### config.mk
export PLATFORM = sky130hd
export DESIGN_NAME = shift_out_ctrl
export DESIGN_NICKNAME = d
export VERILOG_FILES = /design/src/rtl/shift_out_pkg.sv /design/src/rtl/shift_out_regs.sv /design/src/rtl/shift_out_tickdiv.sv /design/src/rtl/shift_out_seq.sv /design/src/rtl/shift_out_ctrl.sv
export SDC_FILE = /design/constraint.sdc
export NUM_CORES = 1
export LEC_CHECK = 0
export ABC_AREA = 1
export BUFFER_PORTS_ARGS = -buffer_cell sky130_fd_sc_hd__buf_2
export CAP_MARGIN = 30
export CORE_UTILIZATION = 50
export CTS_BUF_LIST = sky130_fd_sc_hd__clkbuf_8
export DETAILED_ROUTE_END_ITERATION = 8
export PLACE_DENSITY = 0.79
export SLEW_MARGIN = 0
export SYNTH_ARGS = -nofsm -noshare
export SYNTH_HDL_FRONTEND = slang
export SYNTH_SLANG_ARGS = --single-unit
export TNS_END_PERCENT = 1
### constraint.sdc
create_clock -name clk -period 3.5 [get_ports clk]
set_input_delay 0.7 -clock clk [delete_from_list [all_inputs] [get_ports clk]]
set_output_delay 0.7 -clock clk [all_outputs]
set_load 0.05 [all_outputs]
### src/rtl/shift_out_pkg.sv
`timescale 1ns/1ps
// Package: shared control layout and source encoding for the serial
// shift output controller. Assumes a 4-group word.
package shift_out_pkg;
    localparam int NGRP     = 4;
    localparam int CTRL_W   = 13;
    localparam int SWU_BIT  = 16;

    typedef enum logic [1:0] {
        SRC_SOFT  = 2'd0,
        SRC_TIMER = 2'd1,
        SRC_FIXED = 2'd2,
        SRC_NONE  = 2'd3
    } upd_src_e;

    // Field order, LSB first: groups, source, rate, edge, fixed rate, timer rate.
    typedef struct packed {
        logic [1:0]  tmr_rate;
        logic [1:0]  fix_rate;
        logic        edge_sel;
        logic [1:0]  sck_rate;
        upd_src_e    src;
        logic [NGRP-1:0] grp_en;
    } ctrl_t;
endpackage

### src/rtl/shift_out_regs.sv
`timescale 1ns/1ps
// Register file: word and control registers, the self-clearing software
// update bit and the read mux. Assumes W >= 18 so the status bits fit.
module shift_out_regs
    import shift_out_pkg::*;
#(
    parameter int W = 32
) (
    input  logic         clk,
    input  logic         rst_n,
    input  logic         wr,
    input  logic         sel,
    input  logic [W-1:0] wdata,
    input  logic         busy,
    input  logic         done,
    input  logic         queued,
    output logic [W-1:0] word,
    output ctrl_t        ctrl,
    output logic         swu,
    output logic         sw_evt,
    output logic [W-1:0] rdata
);
    ctrl_t wctrl;
    logic  refresh;
    logic  unused_wbits;

    assign wctrl        = ctrl_t'(wdata[CTRL_W-1:0]);
    assign unused_wbits = ^{wdata[W-1:SWU_BIT+1], wdata[SWU_BIT-1:CTRL_W]};
    assign sw_evt       = wr && sel && wdata[SWU_BIT] && (wctrl.src == SRC_SOFT);
    assign refresh      = (ctrl.src == SRC_TIMER) || (ctrl.src == SRC_FIXED);

    // Purpose: hold the word and control fields written by software.
    always_ff @(posedge clk) begin
        if (!rst_n) begin
            word <= '0;
            ctrl <= '0;
        end else if (wr) begin
            if (sel) ctrl <= wctrl;
            else     word <= wdata;
        end
    end

    // Purpose: software-update bit, set by a trigger write, cleared when nothing is left to run.
    always_ff @(posedge clk) begin
        if (!rst_n)                swu <= 1'b0;
        else if (sw_evt)           swu <= 1'b1;
        else if (done && !queued)  swu <= 1'b0;
    end

    // Purpose: read mux, status bits assembled beside the control fields.
    always_comb begin
        if (!sel) rdata = word;
        else      rdata = W'({busy, swu, 2'b00, refresh, ctrl});
    end

    assert_swu_set_R8: assert property (@(posedge clk) disable iff (!rst_n)
        sw_evt |=> swu);
endmodule

### src/rtl/shift_out_tickdiv.sv
`timescale 1ns/1ps
// Tick divider: passes every (BASE << sel)-th input tick while active.
// The count restarts whenever the divider is inactive.
module shift_out_tickdiv #(
    parameter int BASE = 1
) (
    input  logic       clk,
    input  logic       rst_n,
    input  logic       active,
    input  logic       tick,
    input  logic [1:0] sel,
    output logic       pulse
);
    localparam int MAXDIV = BASE * 8;
    localparam int CW     = $clog2(MAXDIV + 1);

    logic [CW-1:0] cnt;
    logic [CW-1:0] last;

    assign last  = CW'(BASE << sel) - CW'(1);
    assign pulse = active && tick && (cnt >= last);

    // Purpose: count input ticks up to the selected ratio.
    always_ff @(posedge clk) begin
        if (!rst_n)       cnt <= '0;
        else if (!active) cnt <= '0;
        else if (tick)    cnt <= pulse ? '0 : cnt + CW'(1);
    end
endmodule

### src/rtl/shift_out_seq.sv
`timescale 1ns/1ps
// Shift/store sequencer: snapshots the enabled groups of the word,
// shifts them out MSB first with a divided shift clock, then pulses the
// store strobe. Events arriving while busy are merged into one queued run.
module shift_out_seq #(
    parameter int W         = 32,
    parameter int NG        = 4,
    parameter int HALF_BASE = 4
) (
    input  logic          clk,
    input  logic          rst_n,
    input  logic          start_req,
    input  logic [W-1:0]  word,
    input  logic [NG-1:0] grp_en,
    input  logic [1:0]    rate,
    input  logic          edge_sel,
    output logic          sclk,
    output logic          sdata,
    output logic          latch,
    output logic          busy,
    output logic          done,
    output logic          queued
);
    localparam int GW  = W / NG;
    localparam int BCW = $clog2(W + 1);
    localparam int HCW = $clog2(HALF_BASE * 16 + 1);

    typedef enum logic [1:0] {ST_IDLE, ST_SHIFT, ST_LATCH} st_e;

    st_e            st;
    logic           pend;
    logic           edge_q;
    logic [W-1:0]   shreg;
    logic [W-1:0]   packed_w;
    logic [W-1:0]   aligned;
    logic [BCW-1:0] nbits;
    logic [BCW-1:0] left;
    logic [HCW-1:0] half;
    logic [HCW-1:0] half_q;
    logic [HCW-1:0] hcnt;

    assign busy   = (st != ST_IDLE);
    assign queued = pend || start_req;
    assign half   = HCW'(HALF_BASE) << rate;

    // Purpose: pack enabled groups (highest first) and left-justify them.
    always_comb begin
        packed_w = '0;
        nbits    = '0;
        for (int g = NG - 1; g >= 0; g--) begin
            if (grp_en[g]) begin
                packed_w = (packed_w << GW) | W'(word[g*GW +: GW]);
                nbits    = nbits + BCW'(GW);
            end
        end
        aligned = packed_w << (BCW'(W) - nbits);
    end

    // Purpose: transfer state machine, shift clock, data launch and store strobe.
    always_ff @(posedge clk) begin
        if (!rst_n) begin
            st     <= ST_IDLE;
            pend   <= 1'b0;
            edge_q <= 1'b0;
            shreg  <= '0;
            left   <= '0;
            half_q <= '0;
            hcnt   <= '0;
            sclk   <= 1'b0;
            sdata  <= 1'b0;
            latch  <= 1'b0;
            done   <= 1'b0;
        end else begin
            done <= 1'b0;
            case (st)
                ST_IDLE: begin
                    if (start_req || pend) begin
                        pend <= 1'b0;
                        if (nbits == '0) begin
                            done <= 1'b1;
                        end else begin
                            st     <= ST_SHIFT;
                            shreg  <= aligned;
                            left   <= nbits;
                            half_q <= half;
                            hcnt   <= half - HCW'(1);
                            edge_q <= edge_sel;
                            if (edge_sel) sdata <= aligned[W-1];
                        end
                    end
                end
                ST_SHIFT: begin
                    if (start_req) pend <= 1'b1;
                    if (hcnt != '0) begin
                        hcnt <= hcnt - HCW'(1);
                    end else if (!sclk) begin
                        hcnt <= half_q - HCW'(1);
                        sclk <= 1'b1;
                        if (!edge_q) sdata <= shreg[W-1];
                    end else begin
                        sclk  <= 1'b0;
                        shreg <= shreg << 1;
                        left  <= left - BCW'(1);
                        if (left == BCW'(1)) begin
                            st    <= ST_LATCH;
                            latch <= 1'b1;
                            hcnt  <= (half_q << 1) - HCW'(1);
                        end else begin
                            hcnt <= half_q - HCW'(1);
                            if (edge_q) sdata <= shreg[W-2];
                        end
                    end
                end
                ST_LATCH: begin
                    if (start_req) pend <= 1'b1;
                    if (hcnt != '0) begin
                        hcnt <= hcnt - HCW'(1);
                    end else begin
                        latch <= 1'b0;
                        st    <= ST_IDLE;
                        done  <= 1'b1;
                    end
                end
                default: st <= ST_IDLE;
            endcase
        end
    end

    assert_latch_clock_low_R7: assert property (@(posedge clk) disable iff (!rst_n)
        latch |-> !sclk);
    assert_idle_quiet_R5: assert property (@(posedge clk) disable iff (!rst_n)
        !busy |-> (!sclk && !latch));
    assert_end_after_latch_R7: assert property (@(posedge clk) disable iff (!rst_n)
        $fell(busy) |-> $past(latch));
    assert_latch_width_R7: assert property (@(posedge clk) disable iff (!rst_n)
        $rose(latch) |=> latch);
endmodule

### src/rtl/shift_out_ctrl.sv
`timescale 1ns/1ps
// Top: serial shift output controller. Joins the register file, the two
// tick dividers, the update-source mux and the shift/store sequencer.
// Assumes ticks are one-cycle pulses in the clk domain.
module shift_out_ctrl
    import shift_out_pkg::*;
#(
    parameter int W         = 32,
    parameter int HALF_BASE = 4,
    parameter int TMR_BASE  = 1,
    parameter int FIX_BASE  = 4
) (
    input  logic         clk,
    input  logic         rst_n,
    input  logic         reg_wr,
    input  logic         reg_sel,
    input  logic [W-1:0] reg_wdata,
    output logic [W-1:0] reg_rdata,
    input  logic         tmr_tick,
    input  logic         fix_tick,
    output logic         sclk_o,
    output logic         sdata_o,
    output logic         latch_o,
    output logic         busy_o
);
    logic [W-1:0] word;
    ctrl_t        ctrl;
    logic         swu, sw_evt, done, queued;
    logic         tmr_pulse, fix_pulse, evt_q;

    shift_out_regs #(.W(W)) u_regs (
        .clk(clk), .rst_n(rst_n), .wr(reg_wr), .sel(reg_sel), .wdata(reg_wdata),
        .busy(busy_o), .done(done), .queued(queued),
        .word(word), .ctrl(ctrl), .swu(swu), .sw_evt(sw_evt), .rdata(reg_rdata)
    );

    shift_out_tickdiv #(.BASE(TMR_BASE)) u_tmr_div (
        .clk(clk), .rst_n(rst_n), .active(ctrl.src == SRC_TIMER),
        .tick(tmr_tick), .sel(ctrl.tmr_rate), .pulse(tmr_pulse)
    );

    shift_out_tickdiv #(.BASE(FIX_BASE)) u_fix_div (
        .clk(clk), .rst_n(rst_n), .active(ctrl.src == SRC_FIXED),
        .tick(fix_tick), .sel(ctrl.fix_rate), .pulse(fix_pulse)
    );

    // Purpose: register the merged update event so the sequencer sees settled control fields.
    always_ff @(posedge clk) begin
        if (!rst_n) evt_q <= 1'b0;
        else        evt_q <= sw_evt || tmr_pulse || fix_pulse;
    end

    shift_out_seq #(.W(W), .NG(NGRP), .HALF_BASE(HALF_BASE)) u_seq (
        .clk(clk), .rst_n(rst_n), .start_req(evt_q), .word(word),
        .grp_en(ctrl.grp_en), .rate(ctrl.sck_rate), .edge_sel(ctrl.edge_sel),
        .sclk(sclk_o), .sdata(sdata_o), .latch(latch_o), .busy(busy_o),
        .done(done), .queued(queued)
    );
endmodule

==> metrics.txt <==
All-Layer GR Usage=0.272; number of buffers created by CTS=17; Cell Rows=43; Post-Route WL=19200 µm; CTS Sinks=114; Setup-failing EPs final=0; worst path arrival time=3480 ps; Cell Count Post-Placement=1318; leakage power=3.76 nW; Synth Area in Adders=0.0495; largest family of logic cells by synthesized area=simple AND/OR/NAND/NOR gates; # fillers=1348; Residual DRC=0; Max Slew Vio Count=0; count of different cell masters after synthesis=37; Synth Instances=1105; setup TNS=0 ps; share of the synthesized area in the top cell type=0.322; average cell area after synthesis=6.41 µm²; GPL Wtd Cong=0.932; cell taking the most area after synthesis=dfxtp_1; crit path cell chain=inv_1 -> ha_1 -> inv_2 -> nand2_2 -> nand2_4 -> xor2_1 -> o21ai_0 -> ha_1 -> ha_1 -> nand2_1 -> nand2_1 -> inv_2 -> nand3_4 -> inv_2 -> buf_4 -> o21bai_1 -> a21oi_1; most frequent cells in the layout=272 x nand2_1, 130 x a21oi_1, 114 x dfxtp_1; maximum VDD drop=0.000379 V; Setup WS pre-CTS=451 ps; initial antenna violation count=0; Die ar.=0.0146 mm²; commonest non-fill, non-tap cell in the layout=nand2_1; Slew @ Worst Pin=1050 ps; max cap viols=0; final net count=1223; CTS clock-pin slew for the worst setup and hold paths=80 ps; grt ovf=0; Tcrit/Tclk final=0.887; Fin. Hold Viols=0; Final Instance Count excl. Fillers=1350; clk_lat worst skew=450 ps; first-pass GRT wire length=31500 µm; hold crit path type=reg2reg; slowest CP cell=inv_2; fin util=0.579; Seq/Total Area, Yosys=0.322; CP peak stage delay=390 ps; Mapped Area=0.00708 mm²; die height=121 µm; max_slew headroom=0.298; CTS resizes=0; hold_buf cts=0; largest net degree at the start of global routing=66; Antenna diodes=0; Initial Utilization=0.512; RSZ-0062 raised after global routing=false; Crit Path Max Fanout=32; HPWL Detailed=14100 µm; clock tree from TritonCTS=built; mux contribution to synthesized area=0; synth-to-layout area growth=12.9%; Buffers on Ports=73; CP Capture Type=flop; Synth Area in Compound Gates=0.194; Crit path required time=3870 ps; total power=4.27 mW; largest cells by area after synthesis=dfxtp_1 32%, nand2_1 14%, a21oi_1 9.2%; ANT nets after route=0; Yosys reg bits=114; Synth warnings=0; Final WS setup=395 ps; Synth Area in XOR/XNOR=0.0148; clk buf depth=2; kind of critical path=reg2reg; TritonRoute pass-1 iters=5; Vias=7412; vias in the first global route=6697; status=finished, final reports clean; CP startpoint kind=flop; root buffer cell=clkbuf_8; core area=0.0138 mm²; simple-gate share of the synthesized area=0.325; share of cells above drive strength 1=0.123; vias per cell=5.49; fmax=322 MHz; DR WL/cell=14.2 µm; final critical-path required period=3110 ps; H-Tree Depth=4; num ports=74; Post-Route Skew=10.2 ps; post-CTS setup buffers=0; DIE WIDTH=121 µm; DR iter-0 viols=488; pwr/cell area=533 mW/mm²
-- path summary, 6_finish.rpt --
kind | startpoint | endpoint | slack [ps] | depth (start not counted)
worst max-delay path | u_regs.ctrl[2]$_SDFFE_PN0P_ | u_seq.shreg[21]$_SDFFE_PN0P_ | 390 | 17
worst min-delay path | u_regs.swu$_SDFFE_PN0P_ | u_regs.swu$_SDFFE_PN0P_ | 480 | 2
worst max register to register | u_regs.ctrl[2]$_SDFFE_PN0P_ | u_seq.shreg[21]$_SDFFE_PN0P_ | 390 | 17
worst min register to register | u_regs.swu$_SDFFE_PN0P_ | u_regs.swu$_SDFFE_PN0P_ | 480 | 2
-- routing by layer --
metal  global-route usage  share of wire  vias up
li1                     -              -     3730
met3               0.0667          0.065       48
met1                0.346           0.45     3415
met2                0.439           0.47      219
met5                    0              0        -
met4                0.107          0.025        0
-- power breakdown --
part	internal (mW)	switching, mW
combinational	0.384	0.871
clock	0.908	0.579
sequential	1.43	0.0917
total	2.72	1.54
-- final cells by class --
| cell class | count | area, µm² | area share |
|---|---|---|---|
| timing repair buffer | 89 | 485 | 0.0607 |
| tap | 180 | 225 | 0.0281 |
| multi-input combinational | 831 | 4140 | 0.517 |
| inverter | 104 | 393 | 0.0491 |
| sequential | 114 | 2280 | 0.285 |
| clock buffer | 20 | 275 | 0.0344 |
| clock inverter | 12 | 203 | 0.0253 |
-- stage by stage --
| step | hold slack (ps) | area [µm²] |
|---|---|---|
| after global placement | 460 | 7520 |
| after global routing | 496 | 8000 |
| final | 475 | 8000 |
| after detailed placement | 469 | 7520 |
| after CTS | 480 | 8000 |
| after floorplan | 439 | 7090 |
-- logic make-up after synthesis --
logic type,after synthesis
AOI/OAI and AO/OA,258
adders and majority gates,28
and+or+nand+nor,531
other,1
buffers and inverters,161
DFF,114
xor gates and xnor gates,12
-- synthesized netlist by cell type, drive strengths merged --
cell type  number
dfxtp         114
o21ai          95
buf            21
and3            1
inv           104
nor3b           1
xor2           10
ha             28
nand3b          1
nand2         278
nand3         113
a211oi          3
nor3            8
nand4          11
a21oi         130
a31oi           1
o21bai         28
conb            1
xnor2           2
o211ai          1
or2             1
clkbuf         36
nor2          117
-- flip-flops by register name, indices dropped and copies added (netlist names) --
register       count
u_seq.latch        1
u_regs.ctrl       13
u_regs.swu         1
u_seq.st           2
u_fix_div.cnt      6
u_seq.edge_q       1
u_seq.done         1
u_seq.pend         1
u_seq.shreg       32
u_seq.sclk         1
evt_q              1
u_seq.hcnt         7
u_seq.half_q       4
u_tmr_div.cnt      4
u_seq.sdata        1
u_seq.left         6
u_regs.word       32
-- critical path: cells and delay by family, from the launching register on --
family          cells  cell delay (ps)
compound gates      3              300
xor+xnor            1              140
fa+ha+maj           3              780
buf+inv             5              980
flops               1              340
simple gates        5              490
Power figures use the tool's default switching activity.
